[config.mk]
export PLATFORM = sky130hd
export DESIGN_NAME = dbg_exc_dispatch
export DESIGN_NICKNAME = d
export VERILOG_FILES = /design/src/rtl/dbg_exc_dispatch.sv
export SDC_FILE = /design/constraint.sdc
export NUM_CORES = 1
export LEC_CHECK = 0
export ABC_AREA = 1
export ABC_CLOCK_PERIOD_IN_PS = 1500
export CORE_ASPECT_RATIO = 0.5
export CORE_UTILIZATION = 39
export DETAILED_ROUTE_END_ITERATION = 8
export PLACE_DENSITY = 0.89
export SLEW_MARGIN = 10
export SYNTH_ARGS = -nofsm -noshare
export SYNTH_HDL_FRONTEND = slang
export SYNTH_SLANG_ARGS = --single-unit
[constraint.sdc]
create_clock -name clk -period 1.5 [get_ports clk]
set_clock_uncertainty 0.15 [all_clocks]
set_input_delay 0.3 -clock clk [delete_from_list [all_inputs] [get_ports clk]]
set_output_delay 0.3 -clock clk [all_outputs]
set_load 0.03 [all_outputs]
[src/rtl/dbg_exc_dispatch.sv]
module dbg_exc_dispatch #(
  parameter int AW  = 48,
  parameter int ELW = 2
) (
  input  logic           clk,
  input  logic           rst_n,
  input  logic           wp_pend_i,
  input  logic [AW-1:0]  wp_addr_i,
  input  logic           wp_wnr_i,
  input  logic           bp_evt_i,
  input  logic           ext_bp_i,
  input  logic           cpu_bp_i,
  input  logic [ELW-1:0] cur_el_i,
  input  logic [ELW-1:0] tgt_el_i,
  output logic           exc_valid_o,
  output logic [1:0]     exc_kind_o,
  output logic           exc_same_el_o,
  output logic           exc_wnr_o,
  output logic [AW-1:0]  exc_far_o,
  output logic [ELW-1:0] exc_tgt_el_o,
  output logic           wp_clr_o
);
  localparam logic [1:0] KIND_NONE = 2'd0;
  localparam logic [1:0] KIND_DABT = 2'd1;
  localparam logic [1:0] KIND_PABT = 2'd2;

  logic           bp_hold_q;
  logic           hold_same_q;
  logic [ELW-1:0] hold_tgt_q;

  wire wp_take = wp_pend_i & ~wp_clr_o;
  wire bp_ok   = bp_evt_i & cpu_bp_i & ~ext_bp_i;
  wire same_now = (tgt_el_i == cur_el_i);

  always_ff @(posedge clk) begin
    if (!rst_n) begin
      exc_valid_o   <= 1'b0;
      exc_kind_o    <= KIND_NONE;
      exc_same_el_o <= 1'b0;
      exc_wnr_o     <= 1'b0;
      exc_far_o     <= '0;
      exc_tgt_el_o  <= '0;
      wp_clr_o      <= 1'b0;
      bp_hold_q     <= 1'b0;
      hold_same_q   <= 1'b0;
      hold_tgt_q    <= '0;
    end else begin
      exc_valid_o   <= 1'b0;
      exc_kind_o    <= KIND_NONE;
      exc_same_el_o <= 1'b0;
      exc_wnr_o     <= 1'b0;
      exc_far_o     <= '0;
      exc_tgt_el_o  <= '0;
      wp_clr_o      <= 1'b0;
      if (wp_take) begin
        exc_valid_o   <= 1'b1;
        exc_kind_o    <= KIND_DABT;
        exc_same_el_o <= same_now;
        exc_wnr_o     <= wp_wnr_i;
        exc_far_o     <= wp_addr_i;
        exc_tgt_el_o  <= tgt_el_i;
        wp_clr_o      <= 1'b1;
        if (bp_ok && !bp_hold_q) begin
          bp_hold_q   <= 1'b1;
          hold_same_q <= same_now;
          hold_tgt_q  <= tgt_el_i;
        end
      end else if (bp_hold_q) begin
        exc_valid_o   <= 1'b1;
        exc_kind_o    <= KIND_PABT;
        exc_same_el_o <= hold_same_q;
        exc_tgt_el_o  <= hold_tgt_q;
        bp_hold_q     <= 1'b0;
      end else if (bp_ok) begin
        exc_valid_o   <= 1'b1;
        exc_kind_o    <= KIND_PABT;
        exc_same_el_o <= same_now;
        exc_tgt_el_o  <= tgt_el_i;
      end
    end
  end
endmodule

---- After elaboration in Yosys (flattened, before gate mapping) ----
Cells that the tools add are included.
storage, ports and cells
  bits in registers ....................... 60
  input bits .............................. 59
  output and inout bits ................... 56
  word-level logic and storage cells ...... 36
cells by class
  eq/ne operators ......................... 1
  muxes and demuxes ....................... 13
  bitwise operators ....................... 6
  reductions and logical operators ........ 5
operators with widths
  cell               count
  $mux 2             5
  $mux 1             8
  $reduce_and 2->1   2
  $and 1x1->1        3
  $not 1->1          3
  $eq 2x2->1         1
  $reduce_or 2->1    1
  $logic_and 1x1->1  1
  $logic_not 1->1    1

---- Longest topological paths before layout ----
  depth in word-level cells ............... 5
  depth in mapped cells ................... 7
  gate-level depth less buffers ........... 7

---- Worst setup path after synthesis ----
Ideal clock, no wire load.
  path type ............................... flip-flop to output port
  start ................................... register exc_kind_o[0]
  end ..................................... output port exc_kind_o[0]
  data arrival time ....................... 0.771 ns
  required time ........................... 1.050 ns
  path slack .............................. 0.279 ns
  stages on the path, launching flop included .. 2
  buffers on the path ..................... 1
  cells stage by stage .................... dfxtp_1 -> buf_4
RTL lines
  item                      RTL line  text
  start: declaration        16        output logic [1:0] exc_kind_o,
  start signal: assignment  38        exc_kind_o <= KIND_NONE;
  start signal: assignment  49        exc_kind_o <= KIND_NONE;
  start signal: assignment  57        exc_kind_o <= KIND_DABT;
No word-level cell between the ends.

---- Worst setup path after layout ----
  start ................................... register exc_far_o[32]
  end ..................................... output port exc_far_o[32]
RTL lines
  item                      RTL line  text
  start: declaration        19        output logic [AW-1:0] exc_far_o,
  start signal: assignment  60        exc_far_o <= wp_addr_i;
No word-level cell between the ends.

==> summary.md <==
| Metric | Value |
|---|---|
| Syn_nets | ~270 |
| First-pass GRT wire length | roughly 8300 um |
| Remaining DRCs | 0 |
| Drt first pass iters | 4 |
| # diodes | 0 |
| Clock tree from TritonCTS | done |
| Cts bufs inserted | 9 |
| Post-synth EDFFs | 0 |
| CTS H-Tree Depth | 3 |
| Initial antenna violation count | 0 |
| Clock share of power | roughly 43% |
| Switching Fraction | around a quarter |
| Max Cap Viol | 0 |
| Commonest cells post-synth | nor2_1 (61), dfxtp_1 (59), inv_1 (59) |
| Max VDD drop | roughly 0.56 mV |
| GRT Total Usage | between 20% and 30% |
| Vias | 1,732 |
| Sequential power share | between 40 and 50% |
| Die area | 5060 um^2 |
| CTS Buffer Depth | 2 |
| Main synth FF type | dfxtp_1 |
| Synth-to-Final Area Change | 70.4% |
| Fin. Hold Viols | 0 |
| Final setup fails | 0 |
| Final period utilization | between 90% and 100% |
| Root Buffer | clkbuf_8 |
| Register bit total from synthesis | between 50 and 60 |
| Crit-path slowest cell | clkdlybuf4s15_1 |
| Clock Latency Late Sink | around 320 ps |
| Hold_sp | hold_tgt_q[0]$_SDFFE_PN0P_ |
| WP data arrival | 1020 ps |
| HP Class | register to register |
| Fillers | 350 |
| Drt via density | between 4 and 5 |
| Starting density of the core | about two fifths |
| Final Slew Violations | 0 |
| Worst slew pin tran | between 300 and 400 ps |
| Most common cell in the netlist | nor2_1 |
| Clock-pin slew on the worst setup and hold paths | around 70 ps |
| Fin area | approximately 3200 um^2 |
| Combinational fraction of design power | 13.4% |
| DRT Wirelength | 5700 um |
| Post-synthesis average cell area | between 8 and 9 um^2 |
| Outcome | finished clean |
| Setup crit end kind | output port |
| Crit path launch type | register |
| P_leak | 1.65 nW |
| Crit Path Max Fanout | 1 |
| Unique masters post-synth | 13 |
| Register area share after synthesis | 63.6% |
| Core area | roughly 4500 um^2 |
| Cell chain of the critical path | clkdlybuf4s15_1 |
| WP buf/inv | 1 |
| Post-route setup TNS | 0 ps |
| Relative slew margins | ~80% |
| RSZ-0062 raised after global routing | no |
| Detailed Place HPWL | roughly 3800 um |
| Area post-placement | between 3000 and 4000 um^2 |
| Family with the most delay on the worst path | buffers and inverters |
| GPL Wtd Cong | between 0.7 and 0.8 |
| Syn. warnings | 0 |
| Synth top area cells | dfxtp_1 (64%), nor2_1 (12%), inv_1 (12%) |
| Routed len/inst | 13.9 um |
| PortBufs | 114 |
| Vias in the first global route | 1,740 |
| CTS hold repair buffers | 0 |
| Chip width | 99.6 um |
| Crit Path Category | register to output port |
| Mapped Cells | ~220 |
| Routed Antenna Nets | 0 |
| Crit-path max cell delay | ~380 ps |
| Clock sink count | 59 |
| Site row count | 17 |
| Max frequency | between 0.6 and 0.7 GHz |
| Layout cell share with drive strength beyond 1 | between 15 and 20% |
| Asr flop ratio synth | 0% |
| Final nets | about 400 |
| Crit path time final | roughly 1500 ps |
| NetSw | just under 0.9 mW |
| Mapped Area | 1860 um^2 |
| Required @ worst endpoint | around 1100 ps |
| Post-synth top area share | between 60% and 70% |
| Largest net degree at the start of global routing | 28 |
| Biggest area consumer among synthesized cells | dfxtp_1 |
| Vert. Die Dim | slightly above 50 um |
| Initial DRC Count | 43 |
| R2r startpoint | exc_kind_o[0]$_SDFF_PN0_ |
| Min Hold Slack | ~310 ps |
| Launch point of the worst path | exc_far_o[32]$_SDFF_PN0_ |
| I/O pin cnt | 115 |
| GR Overflow Total | 0 |
| Internal | approximately 2.9 mW |
| Pwr Density | 1190 nW/um^2 |
per-stage QoR:
step / utilization (%) / worst slack, ps / instances / total power [mW]
2_1_floorplan: - / 279 / 215 / 1.92
3_3_place_gp: 68.5 / -33.9 / 395 / 2.20
3_5_place_dp: 68.5 / -113 / 395 / 2.22
4_1_cts: 72.7 / 0.674 / 411 / 3.80
5_1_grt: 70.5 / 0.272 / 411 / 3.91
6_report: 70.5 / 26.9 / 411 / 3.77
cell type report:
class                   instances  area [um^2]  area share, %
multi-input cells              90          377           11.9
well taps                      66         82.6           2.61
clock buffers                  11          151           4.78
clock inverters                 5         75.1           2.37
inverters                      59          221           7.00
repair buffers                121         1080           34.0
flip-flops and latches         59         1180           37.3
timing repair:
action | in CTS | in global routing
endpoints found under the hold margin | 0 | 0
resized for setup | 77 | 61
buffers inserted | 0 | 0
pin swaps | 0 | 0
endpoints found under the setup margin | 54 | 49
state kept, by name, indices dropped and copies added, names as in the netlist:
name	cells
exc_kind_o	2
exc_wnr_o	1
exc_same_el_o	1
exc_tgt_el_o	2
exc_valid_o	1
hold_same_q	1
bp_hold_q	1
exc_far_o	48
hold_tgt_q	2
final timing paths:
path / end / slack (ps) / cells past startpoint
setup / recovery: exc_far_o[32] / 30 / 1
hold / removal: exc_tgt_el_o[0]$_SDFF_PN0_ / 310 / 2
setup reg to reg: exc_tgt_el_o[1]$_SDFF_PN0_ / 290 / 6
hold reg to reg: exc_tgt_el_o[0]$_SDFF_PN0_ / 310 / 2
power groups by stage:
stage	combinational (mW)	clock, mW	sequential, mW
2_1_floorplan	0.115	0	1.80
3_3_place_gp	0.520	0	1.68
3_5_place_dp	0.535	0	1.68
4_1_cts	0.511	1.64	1.65
5_1_grt	0.532	1.72	1.65
6_report	0.506	1.61	1.65
logic make-up after synthesis:
group / after synthesis / share of synthesized area (%)
simple gates: 89 / 19.9
buf+inv: 66 / 16.1
flops: 59 / 63.6
compound gates: 1 / 0.404
layer usage:
metal | GRT usage [%] | share of wire [%] | vias to the layer above
li1 | - | - | 839
met1 | 18.9 | 35 | 813
met2 | 47.9 | 58 | 61
met3 | 8.77 | 4.1 | 19
met4 | 15.2 | 3.5 | 0
met5 | 0 | 0 | -
placed cells by master, fill, tap and decap left out:
| cell | netlist | layout |
|---|---|---|
| clkbuf_8 | 1 | 11 |
| bufinv_16 | 0 | 2 |
| clkdlybuf4s15_2 | 0 | 3 |
| a21boi_0 | 1 | 1 |
| dfxtp_1 | 59 | 59 |
| nand3_2 | 1 | 1 |
| clkbuf_2 | 0 | 28 |
| clkdlybuf4s50_1 | 0 | 58 |
| nand3_1 | 3 | 3 |
| buf_12 | 0 | 2 |
| nor2_2 | 1 | 1 |
| nand2_1 | 20 | 20 |
| nor2_4 | 2 | 2 |
| clkinv_2 | 0 | 3 |
| inv_1 | 59 | 59 |
| buf_4 | 1 | 7 |
| clkdlybuf4s15_1 | 0 | 22 |
| nor2_1 | 61 | 61 |
| nand2_4 | 1 | 1 |
| dlygate4sd2_1 | 0 | 1 |
Power figures use the tool's default switching activity.
